## config.mk

```make
export PLATFORM = sky130hd
export DESIGN_NAME = can_tx_slot
export DESIGN_NICKNAME = d
export VERILOG_FILES = /design/src/rtl/can_tx_slot.sv
export SDC_FILE = /design/constraint.sdc
export NUM_CORES = 1
export LEC_CHECK = 0
export BUFFER_PORTS_ARGS = -buffer_cell sky130_fd_sc_hd__buf_2
export CELL_PAD_IN_SITES_DETAIL_PLACEMENT = 0
export CELL_PAD_IN_SITES_GLOBAL_PLACEMENT = 2
export CORE_ASPECT_RATIO = 0.75
export CORE_MARGIN = 2
export CORE_UTILIZATION = 21
export CTS_CLUSTER_SIZE = 25
export DETAILED_ROUTE_END_ITERATION = 7
export GPL_ROUTABILITY_DRIVEN = 0
export PLACE_DENSITY_LB_ADDON = 0.1
export SYNTH_ARGS = -nofsm -noshare
export SYNTH_HDL_FRONTEND = slang
export SYNTH_SLANG_ARGS = --single-unit
```

## constraint.sdc

```tcl
create_clock -name clk -period 1.4 [get_ports clk]
set_input_delay 0.21 -clock clk [delete_from_list [all_inputs] [get_ports clk]]
set_output_delay 0.21 -clock clk [all_outputs]
set_load 0.1 [all_outputs]
```

## src/rtl/can_tx_slot.sv

```systemverilog
module can_tx_slot #(
  parameter int CW = 4
) (
  input  logic          clk,
  input  logic          rst_n,
  input  logic          cpu_wr,
  input  logic [CW-1:0] cpu_code,
  input  logic          ev_sched,
  input  logic          ev_ok,
  input  logic          ev_fail,
  input  logic          ev_arb_lost,
  input  logic          ev_rmt_hit,
  input  logic          ev_preempt,
  input  logic          id_rtr,
  output logic [CW-1:0] status,
  output logic          tx_req,
  output logic          locked,
  output logic          irq_tx_done,
  output logic          irq_rmt_ans,
  output logic          irq_rmt_sched
);
  localparam logic [CW-1:0] S_IDLE     = 4'b1000;
  localparam logic [CW-1:0] S_ONCE     = 4'b1100;
  localparam logic [CW-1:0] S_BUSY0    = 4'b1101;
  localparam logic [CW-1:0] S_AWAIT    = 4'b1010;
  localparam logic [CW-1:0] S_ONCE_RTR = 4'b1110;
  localparam logic [CW-1:0] S_BUSY2    = 4'b1111;
  localparam logic [CW-1:0] S_RXRDY    = 4'b0010;

  logic [CW-1:0] st, hw_next, cpu_next;
  logic hw_hit;

  always_comb begin
    hw_hit  = 1'b0;
    hw_next = st;
    case (st)
      S_ONCE:     if (ev_sched) begin hw_hit = 1'b1; hw_next = S_BUSY0; end
      S_ONCE_RTR: if (ev_sched) begin hw_hit = 1'b1; hw_next = S_BUSY2; end
      S_BUSY0: begin
        if (ev_ok)           begin hw_hit = 1'b1; hw_next = id_rtr ? S_RXRDY : S_IDLE; end
        else if (ev_preempt) begin hw_hit = 1'b1; hw_next = S_ONCE; end
      end
      S_BUSY2: begin
        if (ev_ok)           begin hw_hit = 1'b1; hw_next = S_AWAIT; end
        else if (ev_preempt) begin hw_hit = 1'b1; hw_next = S_ONCE_RTR; end
      end
      S_AWAIT:    if (ev_rmt_hit) begin hw_hit = 1'b1; hw_next = S_ONCE_RTR; end
      default: ;
    endcase
  end

  assign cpu_next = !st[0]                       ? {cpu_code[CW-1:1], 1'b0} :
                    (cpu_code[CW-1:1] == 3'b100) ? S_IDLE :
                                                   {cpu_code[CW-1:1], 1'b1};

  always_ff @(posedge clk) begin
    if (!rst_n) begin
      st            <= S_IDLE;
      irq_tx_done   <= 1'b0;
      irq_rmt_ans   <= 1'b0;
      irq_rmt_sched <= 1'b0;
    end else begin
      if (hw_hit)      st <= hw_next;
      else if (cpu_wr) st <= cpu_next;
      irq_tx_done   <= (st == S_BUSY0) && ev_ok;
      irq_rmt_ans   <= (st == S_BUSY2) && ev_ok;
      irq_rmt_sched <= (st == S_AWAIT) && ev_rmt_hit;
    end
  end

  assign status = st;
  assign tx_req = (st == S_ONCE) || (st == S_ONCE_RTR);
  assign locked = st[0];

  a_r5_data_done: assert property (@(posedge clk) disable iff (!rst_n)
    (st == S_BUSY0 && ev_ok) |=> (irq_tx_done && (status == S_IDLE || status == S_RXRDY)));
  a_r6_answer_done: assert property (@(posedge clk) disable iff (!rst_n)
    (st == S_BUSY2 && ev_ok) |=> (irq_rmt_ans && status == S_AWAIT));
  a_r7_remote_trigger: assert property (@(posedge clk) disable iff (!rst_n)
    (st == S_AWAIT && ev_rmt_hit) |=> (irq_rmt_sched && tx_req));
  a_r8_fail_holds: assert property (@(posedge clk) disable iff (!rst_n)
    (st[0] && (ev_fail || ev_arb_lost) && !ev_ok && !ev_preempt && !cpu_wr) |=> $stable(status));
  a_r3_cpu_no_busy: assert property (@(posedge clk) disable iff (!rst_n)
    (!st[0] && cpu_wr && !ev_sched) |=> !locked);
  a_r2_req_not_locked: assert property (@(posedge clk) disable iff (!rst_n)
    tx_req |-> !locked);
  a_r5_irq_exclusive: assert property (@(posedge clk) disable iff (!rst_n)
    $onehot0({irq_tx_done, irq_rmt_ans, irq_rmt_sched}));
endmodule

```

### Word-level counts from Yosys, hierarchy flattened

Index checks and enable logic that the tools add are counted.

* register bits after elaboration: 7
* word-level logic and storage cells: 42

* eq/ne operators: 12
* mux-type cells: 18
* reduce and logical (&&, ||, !) cells: 8

Operators by type and width (count)
* $mux 4: 12
* $eq 4x4->1 const B: 5
* $pmux 4 s5: 1
* $ne 3x3->1 const B: 3
* $ne 4x4->1 const B: 2
* $reduce_and 7->1: 1
* $ne 6x1->1 const B: 1
* $mux 1: 4
* $reduce_or 2->1: 2
* $eq 3x3->1 const B: 1
* $logic_and 1x1->1: 3
* $pmux 1 s3: 1
* $reduce_bool 2->1: 1
* $logic_or 1x1->1: 1

### Logic depth before layout (Yosys ltp)

Gate-level depths: netlist (run 1).

* depth after elaboration: 5
* gate-level depth with buffers: 4
* gate-level depth less buffers: 3

### Worst setup path after synthesis (run 1)

Ideal clock, no wire load.

* kind: flip-flop to flip-flop
* start point: register st[2], in the netlist status[2]
* end point: register st[0], in the netlist status[0]
* library setup time: 0.076 ns
* arrival: 1.959 ns
* path slack: -0.634 ns
* cell stages (with the launch flop): 4
* clock period less this slack: 2.034 ns
* path through: dfxtp_1 and3b_2 nand2_1 a21boi_0

* cells in the longest elaborated chain, start to end: 5
* elaborated cells between the ends (all ways): 18
* classes of those cells: eq/ne: 11; mux: 3; reduce/logical: 4

RTL lines
* from (decl): line 30 `logic [CW-1:0] st, hw_next, cpu_next;`
* from (signal assigned): line 63 `if (hw_hit) st <= hw_next;`
* from (signal assigned): line 64 `else if (cpu_wr) st <= cpu_next;`
* $eq 4x4->1: line 36 `case (st)`
* $reduce_or 2->1 (no line)
* $pmux 1 s3: line 36
* $ne 6x1->1 (no line) (tied with other cells)
* $reduce_and 7->1 (no line)

Several ways; a longest one is shown, not always the timed one.
A chain may end at the register's enable or synchronous reset.

### Worst setup path after layout (run 1)

* start point: register st[0], in the netlist status[0]
* end point: output tx_req

* cells in the longest elaborated chain, start to end: 2
* elaborated cells between the ends (all ways): 3
* classes of those cells: eq/ne: 2; reduce/logical: 1

RTL lines
* $eq 4x4->1: line 72 `assign tx_req = (st == S_ONCE) || (st == S_ONCE_RTR);`
* $logic_or 1x1->1 *: line 72
* to (decl): line 16 `output logic tx_req,`

Mark *: on every way between the ends. The rest lies on a longest branch, timed or not.

==> qor.yml, run 1 <==
outcome:
  status: "finished, final reports clean"
final_layout:
  final_util_pct: 31.43
  antenna_cells: 0
  multi_input_area_um2: 207.7
  register_area_um2: 152.6
  fill_cells: 187
  fin_nets: 73
  layout-area-overhead-vs-synth_pct: 44.56
  drive_gt1_share_pct: 56.90
synth:
  synth_top_cell_area_share_pct: 38.10
  yosysSeqAreaShare_pct: 38.10
  synth_area_um2: 367.9
  syn_nets: 51
  synth.distinct_cells: 21
  synth_area_leaders: "dfxtp_1 (38%), mux2_2 (6.1%), nand2_1 (5.1%)"
  ys_ff_latch: 7
  postSynthAreaPerCell_um2: 9.942
  synthCells: 37
  yosys_warnings: 0
  yosys.area.top_type: "dfxtp_1"
die:
  row_count: 13
  pin_count: 23
  core_area_um2: 1692
  die_h_um: 40.25
  chipWidth_um: 52.33
  start_util_pct: 21.75
  dieArea_um2: 2106
sta:
  drv_slew: 0
  fin_hold_ws_ns: 0.1639
  setup_slack_ns: 0.08403
  fin_setup_tns_ns: 0
  relSlewSlack_pct: 67.68
  max_slew.worst_pin.slew_ns: 0.4882
  final.min_clock_period_ns: 1.316
  rsz0062_at_grt: "no"
  skew_ns: 0.003335
  post-route-period-util_pct: 94.00
  hold_viol: 0
  fmax_mhz: 759.9
  finalSetupViolCount: 0
worst_setup_path:
  critPathKind: "reg -> out"
  worstPathMaxFanout: 11
  critPathArrivalTime_ns: 1.11
  required_ns: 1.19
  endpoint_kind: "output pin"
  start_kind: "flop"
clock_network:
  clkLatencyLatePin_ns: 0.24
  postCtsSetupRepairBufs: 0
  ctsResizeCount: 0
  ctsHoldBuffers: 0
  h-tree-depth: 1
  cts_buffers: 3
  clkSinkCount: 7
  root_buffer: "clkbuf_4"
  cts_buffer_depth: 2
  cts_tree: "built"
  cts.clk_slew.worst_paths_ns: 0.05
power_and_ir_drop:
  p_leak_nw: 0.2328
  peakVddDrop_v: 0.0004605
  p_per_area_nw_per_um2: 1162
route:
  dr.pass1.iters: 2
  drtIter0Drc: 1
  vias: 364
  wl_per_cell_um: 12.35
  viasPerCell: 4.550
  drcViolationCount: 0
  ant_nets: 0
  wl_um: 988
placement:
  portBuffers: 19
  dp_slack_ns: 0.2860
global_routing:
  grt_max_degree: 12
  grt_util_all_layers_pct: 10.46
  grt_overflow: 0
  grt_pass1_vias: 330
  antenna_found_initial: 0
  grt_pass1_wl_um: 1511
flow_run:
  cap_violations: 0
worst_hold_path:
  worstHoldPathType: "in -> reg"
==> cell families after synthesis <==
kind of cell	synth area share [%]
buffers and inverters	6.122
AO/OA/AOI/OAI	22.11
multiplexers	8.843
AND/OR/NAND/NOR	24.83
flip-flops	38.09
==> cell usage after synthesis <==
library cell / n
dfxtp_1: 7
nand2_1: 5
buf_4: 2
inv_1: 2
mux2_2: 2
nand3_1: 2
nor3_1: 2
o211ai_1: 2
a21boi_0: 1
a2bb2oi_1: 1
a31o_2: 1
and3b_2: 1
mux2i_1: 1
nand4b_2: 1
nor3b_1: 1
nor3b_2: 1
o2111ai_1: 1
o221a_1: 1
o22ai_2: 1
o311ai_0: 1
or2b_1: 1
==> path summary, 6_finish.rpt <==
kind | from | endpoint | slack (ns) | cells past startpoint
min reg2reg | status[1] | irq_rmt_ans | 0.51 | 2
max reg2reg | status[2] | status[1] | 0.30 | 3
max | status[0] | tx_req | 0.08 | 2
min | id_rtr | status[3] | 0.16 | 2
==> power by group <==
group          internal [mW]  switching [mW]
logic                 0.0617           0.148
clock network          0.108          0.0654
registers              0.211          0.0237
==> layout make-up <==
| cell class | instances | share of cell area [%] |
|---|---|---|
| inverter | 2 | 1.412 |
| multi-input combinational | 26 | 39.06 |
| timing repair buffer | 19 | 20.71 |
| clock buffer | 4 | 4.941 |
| tap | 22 | 5.176 |
| sequential | 7 | 28.71 |
==> stage by stage <==
stage / std cells / total power, mW / cell area [um^2]
global route: 80 / 0.6597 / 531.8
CTS: 80 / 0.6259 / 531.8
floorplan: 37 / 0.3950 / 386.6
detailed placement: 76 / 0.4488 / 505.5
finish: 80 / 0.6178 / 531.8
global placement: 76 / 0.4471 / 505.5
==> worst max-delay path, stage by stage (launching register included) <==
cell	delay (ns)
dfxtp_4	0.37
and3b_4	0.32
buf_12	0.17
==> cells in the final DEF, fill, tap and decap left out, types with 2 or more instances in the layout <==
master    count
o211ai_1      2
nand2_1       5
dfxtp_4       3
buf_2        18
clkbuf_4      3
nand3_1       2
nor3_1        2
inv_1         2
mux2_2        2
dfxtp_1       3
==> metal layers <==
layer  part of all wire (%)  vias up  global-route usage [%]
met1                     46      172                   12.36
met3                    5.5        0                   5.597
met2                     48       11                   18.13
met5                      0        -                       0
li1                       -      181                       -
met4                      0        0                       0
==> state kept, by name, indices dropped and copies added (netlist names) <==
name / flops
irq_tx_done: 1
irq_rmt_ans: 1
irq_rmt_sched: 1
status: 4
No activity file was read; power rests on OpenSTA's default activity.
==> inputs of run 2 (changes only) <==
Settings changed: CORE_MARGIN 2 to 10, SLEW_MARGIN set to 20.
==> qor.yml, run 2 (synthesis gave the netlist of run 1 again) <==
global_routing:
  grt_pass1_vias: 360
  grt_pass1_wl_um: 1711
  grt_overflow: 0
  grt_max_degree: 12
  grt_util_all_layers_pct: 6.160
  antenna_found_initial: 0
worst_setup_path:
  crit_slowest_cell: "dfxtp_4"
  critical_path.cell_chain: "and3b_4 > buf_12"
  worstPathMaxFanout: 11
  worstRegToRegCells: 3
  critPathArrivalTime_ns: 1.11
  critPathMaxStageDelay_ns: 0.37
  start_kind: "flop"
  required_ns: 1.19
  critPathKind: "reg -> out"
  endpoint_kind: "output pin"
clock_network:
  h-tree-depth: 1
  cts.clk_slew.worst_paths_ns: 0.05
  clkSinkCount: 7
  cts_tree: "built"
  cts_buffers: 3
  ctsResizeCount: 0
  root_buffer: "clkbuf_4"
  postCtsSetupRepairBufs: 0
  cts_buffer_depth: 2
  ctsHoldBuffers: 0
  clkLatencyLatePin_ns: 0.25
die:
  die_h_um: 56.25
  chipWidth_um: 68.33
  dieArea_um2: 3843
  pin_count: 23
  row_count: 13
  core_area_um2: 1692
  start_util_pct: 21.75
route:
  viasPerCell: 4.525
  dr.pass1.iters: 2
  ant_nets: 0
  drtIter0Drc: 6
  drcViolationCount: 0
  vias: 362
  wl_um: 1139
  wl_per_cell_um: 14.24
final_layout:
  largest_reg_flops: 4
  postLayoutCellArea_um2: 531.8
  fin_nets: 73
  drive_gt1_share_pct: 56.90
  final_cell_mix: "buf_2 (18), nand2_1 (5), clkbuf_4 (3), dfxtp_1 (3), dfxtp_4 (3)"
  fill_cells: 191
  layout-area-overhead-vs-synth_pct: 44.56
  antenna_cells: 0
  layout_commonest_cell: "buf_2"
flow_run:
  cap_violations: 0
power_and_ir_drop:
  p_sw_uw: 243.3
  peakVddDrop_v: 0.0003824
  intPower_uw: 381.0
  p_comb_share_pct: 33.7
  switching_share_pct: 38.97
  pwr-share-seq_pct: 37.5
  p_per_area_nw_per_um2: 1174
  clkPwrFrac_pct: 28.7
  p_leak_nw: 0.2328
sta:
  drv_slew: 0
  final.min_clock_period_ns: 1.325
  finalSetupViolCount: 0
  fmax_mhz: 755.0
  hold_viol: 0
  skew_ns: 0.0005061
  relSlewSlack_pct: 67.57
  max_slew.worst_pin.slew_ns: 0.4899
  rsz0062_at_grt: "no"
  post-route-period-util_pct: 94.61
  fin_setup_tns_ns: 0
outcome:
  status: "finished, final reports clean"
placement:
  portBuffers: 19
  dp_hpwl_um: 930.1
  placed_area_um2: 505.5
worst_hold_path:
  min_path_cells: 2
  worstHoldPathType: "in -> reg"
run 2: cell counts in the layout (fill, tap and decap cells not counted):
No cell type changed its count.
run 2: area by class of cell:
class                   count  area, um^2  share of cell area, %
multi-input cells          26       207.7                  39.06
inverters                   2       7.507                  1.412
well taps                  22       27.53                  5.176
flip-flops and latches      7       152.6                  28.71
clock buffers               4       26.28                  4.941
repair buffers             19       110.1                  20.71
run 2: critical path: cells and delay by family, from the launching register on:
family / cells / cell delay (ns)
buffers and inverters: 1 / 0.17
and+or+nand+nor: 1 / 0.32
DFF: 1 / 0.37
run 2: final timing paths:
kind	start	end	slack, ns
max	status[0]	tx_req	0.08
min	id_rtr	status[3]	0.17
max reg2reg	status[2]	status[3]	0.27
min reg2reg	status[0]	irq_rmt_sched	0.50
run 2: layer usage:
metal  vias up  track usage (%)  part of all wire (%)
li1        183                -                     -
met1       165            6.548                    41
met2        12            9.284                    49
met3         2            4.024                   9.0
met4         0            2.579                   1.4
met5         -                0                     0
run 2: power groups by stage:
stage	logic (mW)	registers [mW]	clock network, mW
floorplan	0.0901	0.305	0
global placement	0.211	0.237	0
detailed placement	0.212	0.239	0
CTS	0.212	0.234	0.190
global route	0.221	0.236	0.209
finish	0.211	0.234	0.179
run 2: through the flow:
step / hold slack (ns) / cells / worst slack [ns] / total power [mW] / util (%)
final: 0.1682 / 80 / 0.07547 / 0.6243 / 31.43
after CTS: 0.1521 / 80 / 0.05785 / 0.6365 / 31.43
after global routing: 0.1423 / 80 / 0.02383 / 0.6657 / 31.43
after detailed placement: 0.4176 / 76 / 0.2796 / 0.4504 / 29.88
after floorplan: 0.2901 / 37 / 0.01636 / 0.3950 / -
after global placement: 0.3966 / 76 / 0.3171 / 0.4480 / 29.88
